--- src/rtl/perm_hash48.sv ---
module perm_hash48 #(
  parameter int BLK    = 16,
  parameter int ROUNDS = 18
) (
  input  logic                         clk,
  input  logic                         rst_n,
  input  logic                         ld_en,
  input  logic [$clog2(2*BLK)-1:0]     ld_addr,
  input  logic [7:0]                   ld_data,
  input  logic                         start,
  output logic                         busy,
  output logic                         done,
  input  logic [$clog2(3*BLK)-1:0]     rd_addr,
  output logic [7:0]                   rd_data
);
  localparam int MSG = 2 * BLK;
  localparam int ST  = 3 * BLK;
  localparam int MW  = $clog2(MSG);
  localparam int SW  = $clog2(ST);
  localparam int BW  = $clog2(BLK);
  localparam int RW  = $clog2(ROUNDS);

  typedef enum logic [1:0] {IDLE, CSUM, LOAD, MIX} st_t;

  st_t           st;
  logic [7:0]    msg  [MSG];
  logic [7:0]    csum [BLK];
  logic [7:0]    x    [ST];
  logic [7:0]    lreg, t;
  logic [MW-1:0] ci;
  logic [SW-1:0] k;
  logic [RW-1:0] rnd;
  logic [1:0]    blk;

  function automatic logic [7:0] perm(input logic [7:0] v);
    logic [7:0] a, b, c;
    a = v * 8'd167 + 8'd41;
    b = a ^ (a >> 3);
    c = b * 8'd29 + 8'd101;
    return c ^ (c >> 4);
  endfunction

  logic [7:0] sb_in, sb_out, cs_new, mix_new;
  assign sb_in   = (st == CSUM) ? (msg[ci] ^ lreg) : t;
  assign sb_out  = perm(sb_in);
  assign cs_new  = csum[ci[BW-1:0]] ^ sb_out;
  assign mix_new = x[k] ^ sb_out;

  assign busy    = (st != IDLE);
  assign rd_data = (int'(rd_addr) < ST) ? x[rd_addr] : 8'h00;

  always_ff @(posedge clk or negedge rst_n) begin
    if (!rst_n) begin
      st   <= IDLE;
      done <= 1'b0;
      lreg <= '0;
      t    <= '0;
      ci   <= '0;
      k    <= '0;
      rnd  <= '0;
      blk  <= '0;
      for (int i = 0; i < MSG; i++) msg[i]  <= '0;
      for (int i = 0; i < BLK; i++) csum[i] <= '0;
      for (int i = 0; i < ST; i++)  x[i]    <= '0;
    end else begin
      done <= 1'b0;
      case (st)
        IDLE: begin
          if (ld_en) msg[ld_addr] <= ld_data;
          if (start) begin
            st   <= CSUM;
            ci   <= '0;
            lreg <= '0;
            for (int i = 0; i < BLK; i++) begin
              csum[i] <= '0;
              x[i]    <= '0;
            end
          end
        end
        CSUM: begin
          csum[ci[BW-1:0]] <= cs_new;
          lreg <= cs_new;
          ci   <= ci + 1'b1;
          if (int'(ci) == MSG - 1) begin
            st  <= LOAD;
            blk <= '0;
          end
        end
        LOAD: begin
          for (int j = 0; j < BLK; j++) begin
            logic [7:0] mb;
            mb = (blk == 2'd0) ? msg[j] : (blk == 2'd1) ? msg[BLK + j] : csum[j];
            x[BLK + j]   <= mb;
            x[2*BLK + j] <= mb ^ x[j];
          end
          t   <= '0;
          k   <= '0;
          rnd <= '0;
          st  <= MIX;
        end
        MIX: begin
          x[k] <= mix_new;
          if (int'(k) == ST - 1) begin
            k <= '0;
            t <= mix_new + 8'(rnd);
            if (int'(rnd) == ROUNDS - 1) begin
              if (blk == 2'd2) begin
                st   <= IDLE;
                done <= 1'b1;
              end else begin
                blk <= blk + 1'b1;
                st  <= LOAD;
              end
            end else begin
              rnd <= rnd + 1'b1;
            end
          end else begin
            k <= k + 1'b1;
            t <= mix_new;
          end
        end
        default: st <= IDLE;
      endcase
    end
  end
endmodule


--- config.mk ---
export PLATFORM = sky130hd
export DESIGN_NAME = perm_hash48
export DESIGN_NICKNAME = d
export VERILOG_FILES = /design/src/rtl/perm_hash48.sv
export SDC_FILE = /design/constraint.sdc
export NUM_CORES = 2
export LEC_CHECK = 0
export CORE_ASPECT_RATIO = 1.25
export CORE_MARGIN = 3
export CORE_UTILIZATION = 58
export DETAILED_ROUTE_END_ITERATION = 7
export GPL_TIMING_DRIVEN = 0
export PLACE_DENSITY = 0.77
export SLEW_MARGIN = 20
export SYNTH_ARGS = -nofsm -noshare
export SYNTH_HDL_FRONTEND = slang
export SYNTH_SLANG_ARGS = --single-unit
--- constraint.sdc ---
create_clock -name clk -period 11.2 [get_ports clk]
set_input_delay 3.36 -clock clk [delete_from_list [all_inputs] [get_ports clk]]
set_output_delay 3.36 -clock clk [all_outputs]
set_load 0.005 [all_outputs]
==> results of run 1 <==
stage by stage:
stage                     std cells  setup WS (ns)
after global placement         5237         -29.72
after CTS                      5415        0.00849
after detailed placement       5249          -5.41
after floorplan                4158          0.171
per-layer routing:
layer / overflow / GRT usage
met5: 0 / 0.116
met4: 4 / 0.695
met3: 0 / 0.514
met2: 3 / 0.884
met1: 0 / 0.700
cell families after synthesis:
kind of cell / count (synthesis)
flip-flops: 805
AND/OR/NAND/NOR: 821
buffers and inverters: 416
XOR/XNOR: 191
adder cells (fa/ha/maj): 63
multiplexers: 740
AO/OA/AOI/OAI: 1122
Yosys cell counts, types with 56 or more instances:
cell,n
inv_1,64
nand2_1,335
xnor2_1,148
mux2i_1,191
a22oi_1,109
clkbuf_1,246
a21oi_1,175
mux2_2,291
a22o_1,111
o221ai_1,100
buf_1,56
nor2_1,214
mux4_2,258
o21ai_0,373
dfrtp_1,805
nand3_1,162
timing repair:
item                       in CTS
setup endpoints to repair     528
buffers inserted               13
pin swaps                      13
gates resized for setup       109
==> metrics, run 1 <==
Sink Count=805; global route overflow=7; # rows=115; Port Buffers=26; share of Yosys cell area claimed by the top area cell type=0.434; warnings from Yosys=0; Mapped Nets=4244; Adder-Cell Fraction of Synth Area=0.0192; Tot GR Track Use=0.694; number of CTS-inserted buffers=83; Post-CTS Hold Fix Bufs=0; sequential area share after synthesis=0.434; Die Ht=322 um; largest net degree at the start of global routing=145; Avg Inst Size Synth=11.2 sq um; Placed Area=0.0483 sq mm; die width=259 um; Clock Tree Buf Depth=3; status=did not finish; first-pass GRT wire length=397 mm; post-DP HPWL=199 mm; Mapped Area=0.0464 sq mm; Stopped at=5_1_grt; Synth Area in Simple Gates=0.0767; Root Driver=clkbuf_16; main flop type after synthesis=dfrtp_1; Syn Inst Count=4158; tool error=[ERROR GRT-0116] Global routing finished with congestion. Check the congestion regions in the DRC Viewer.; cell taking the most area after synthesis=dfrtp_1; Initial Util=0.588; library cells used by synthesis=69; Post-synth EDFFs=0; Post-Synth XOR/XNOR Area=0.0370; ys async rst share=1.00; H-tree levels=3; Synth area leaders=dfrtp_1, mux4_2, mux2_2; largest family of logic cells by synthesized area=multiplexers; mux cell area share after synthesis=0.237; Synth Register Bits=805; complex-gate fraction of the synthesized area=0.161; Ports=33; routability cong.=1.18; vias in the first global route=46.9k
==> inputs of run 2 (changes only) <==
--- a/config.mk
+++ b/config.mk
@@ -5,12 +5,11 @@
 export SDC_FILE = /design/constraint.sdc
 export NUM_CORES = 2
 export LEC_CHECK = 0
-export CORE_ASPECT_RATIO = 1.25
 export CORE_MARGIN = 3
-export CORE_UTILIZATION = 58
+export CORE_UTILIZATION = 40
 export DETAILED_ROUTE_END_ITERATION = 7
 export GPL_TIMING_DRIVEN = 0
-export PLACE_DENSITY = 0.77
+export PLACE_DENSITY_LB_ADDON = 0.15
 export SLEW_MARGIN = 20
 export SYNTH_ARGS = -nofsm -noshare
 export SYNTH_HDL_FRONTEND = slang
==> constraint.sdc (replaced) <==
create_clock -name clk -period 14.6 [get_ports clk]
set_input_delay 4.38 -clock clk [delete_from_list [all_inputs] [get_ports clk]]
set_output_delay 4.38 -clock clk [all_outputs]
set_load 0.005 [all_outputs]
==> metrics, run 2 <==
Tot GR Track Use=0.478; Max Fclk=0.0704 GHz; fin. max-slew vios=1; commonest non-fill, non-tap cell in the layout=dfrtp_1; routability cong.=1.09 (-7.7%); unrepaired setup endpoints after global routing=false; library cells used by synthesis=69 (unchanged); most frequent cells in the layout=dfrtp_1, o21ai_0, nand2_1; Detailed Route Iter0 Violations=6636; Routed Antenna Nets=0; vias per cell=7.18; average wire per standard cell=49.4 um; status=finished with violations; Initial Util=0.404 (-0.183); DRT Pass-1 Iters=8; Setup CP Type=flip-flop to flip-flop; insertion delay to the later sink of the worst-skew pair=0.75 ns; Synth Register Bits=805 (unchanged); DRC viols=0; die width=347 um (+34%); max cap viols=1; Hold EP=x[230]$_DFFE_PN0P_; Synth area leaders=dfrtp_1, mux4_2, mux2_2; Final setup viols=0; Root Driver=clkbuf_16; full die area=0.120 sq mm; share of layout cells above drive strength 1=0.200; FF-to-FF Start=ci[1]$_DFFE_PN0P_; sequential area share after synthesis=0.434 (unchanged); H-tree levels=3 (unchanged); Clock Tree Buf Depth=3 (unchanged); worst reg-to-reg setup slack=0.39 ns; max reg flops=384; synth cell count leaders=dfrtp_1, o21ai_0, nand2_1, mux2_2, mux4_2; Mapped Nets=4244 (unchanged); # rows=124 (+7.8%); cell count of the worst hold path=2; critical path fanouts, max=10; Post-CTS Repair Setup Buffers=0 (-13); post-route clock period utilization=0.973; Avg Inst Size Synth=11.2 sq um (unchanged); Rel. slew slack=-0.00318; Biggest register=x; Clk pin slew, worst setup/hold paths=0.06 ns; Tightest Pin Transition=1.49 ns; FF-to-FF path depth=43; first-pass GRT wire length=382 mm; Die Ht=347 um (+7.6%); Ports=33 (unchanged); Nets=4387; warnings from Yosys=0 (unchanged); post-DP HPWL=225 mm (+13%); startpoint types=flip-flop; critical path buffer and inverter count=10; hold slack final=0.510 ns; failing checks=max-capacitance violations, max-slew violations; Largest regs=x: 384 flops, msg: 256 flops, csum: 128 flops; cell taking the most area after synthesis=dfrtp_1; count of final hold-check violations=0; largest net degree at the start of global routing=128; HP Class=flip-flop to flip-flop; main flop type after synthesis=dfrtp_1; global route overflow=0; Sink Count=805 (unchanged); fin crit period=14.21 ns; vias in the first global route=39.7k; initial antenna violation count=26; Layout area overhead=13.3%; TritonCTS clock tree=done; FF/Latch Area=0.0201 sq mm; area of the multi-input gates=0.0248 sq mm; share of Yosys cell area claimed by the top area cell type=0.434 (unchanged); CP dominant cell by count=ha_1; cell with the largest stage delay on the worst path=clkbuf_2; crit path capture type=flip-flop; number of CTS-inserted buffers=95 (+14%); final wirelength=292 mm; routed vias=42.4k; Mapped Area=0.0464 sq mm (unchanged); most numerous cell in the Yosys netlist=dfrtp_1; Req. time, crit path=15.22 ns; CP delay by family, top=adder cells; Post-synth EDFFs=0 (unchanged); Syn Inst Count=4158 (unchanged); CORE AREA=0.115 sq mm; crit path DAT=14.83 ns; Reg-to-Reg End=t[7]$_DFFE_PN0P_; clk_skew=0.0415 ns; ys async rst share=1.00 (unchanged); Port Buffers=26 (unchanged); Filler Cell Count=10.9k; CP peak stage delay=0.60 ns; beginning of the worst hold path=x[230]$_DFFE_PN0P_
## run 2: worst max path at each step
stage / from / end / cells past startpoint
CTS: ci[1]$_DFFE_PN0P_ / t[7]$_DFFE_PN0P_ / 42
global placement: rst_n / csum[17]$_DFFE_PN0P_ / 1
detailed placement: ci[1]$_DFFE_PN0P_ / t[7]$_DFFE_PN0P_ / 46
finish: ci[1]$_DFFE_PN0P_ / t[7]$_DFFE_PN0P_ / 43
global route: ci[1]$_DFFE_PN0P_ / t[7]$_DFFE_PN0P_ / 43
floorplan: rd_addr[0] / rd_data[0] / 8
## run 2: layout make-up
class / count / share of cell area
plain buffers: 348 / 0.0281
clock buffers: 139 / 0.0537
well taps: 1512 / 0.0360
flip-flops and latches: 805 / 0.383
inverters: 67 / 0.00478
multi-input cells: 2937 / 0.472
repair buffers: 47 / 0.0115
diodes: 13 / 0.000619
clock inverters: 34 / 0.00985
## run 2: cells by family (layout without fill, tap and decap cells)
| group | after synthesis | after routing | synth area share |
|---|---|---|---|
| adders and majority gates | 63 | 63 | 0.0192 |
| buffers and inverters | 416 | 635 | 0.0353 |
| and+or+nand+nor | 821 | 821 | 0.0767 |
| other | 0 | 13 | 0 |
| AOI/OAI and AO/OA | 1122 | 1122 | 0.161 |
| xor gates and xnor gates | 191 | 191 | 0.0370 |
| DFF | 805 | 805 | 0.434 |
| muxes | 740 | 740 | 0.237 |
## run 2: repair_timing
| action | in CTS | in global routing |
|---|---|---|
| endpoints found under the setup margin | 109 | 4 |
| gates resized for setup | 14 | 10 |
| endpoints found under the hold margin | 0 | 0 |
| pin swaps | 0 | 0 |
| hold buffers | 0 | 0 |
## run 2: worst register-to-register path: cells and delay by family, from the launching register on
family | cells | cell delay, ns
muxes | 3 | 1.48
DFF | 1 | 0.38
AOI/OAI and AO/OA | 5 | 1.26
buffers and inverters | 10 | 3.60
and+or+nand+nor | 4 | 0.72
adders and majority gates | 10 | 3.64
xor gates and xnor gates | 11 | 3.03
## run 2: layer usage
metal | GRT usage | share of wire | up-vias
li1 | - | - | 16000
met1 | 0.582 | 0.37 | 21800
met2 | 0.694 | 0.42 | 3374
met3 | 0.162 | 0.11 | 1138
met4 | 0.377 | 0.10 | 10
met5 | 0 | 0.00022 | -
## run 2: per-stage QoR
| stage | setup WS [ns] | TNS, ns | utilization | std cells | cell area, sq um |
|---|---|---|---|---|---|
| after floorplan | 3.24 | 0 | - | 4158 | 46400 |
| after global placement | -30.22 | - | 0.423 | 5696 | 48600 |
| after detailed placement | -1.86 | -20.10 | 0.428 | 5717 | 49100 |
| after CTS | 0.0596 | 0 | 0.457 | 5890 | 52500 |
| after global routing | 0.0644 | 0 | 0.458 | 5890 | 52500 |
| final | 0.389 | 0 | 0.458 | 5902 | 52600 |
Power of run 2 is left out: the tool's default activity adds up to more than one toggle a clock period on the data nets, which glitch-free logic cannot reach.
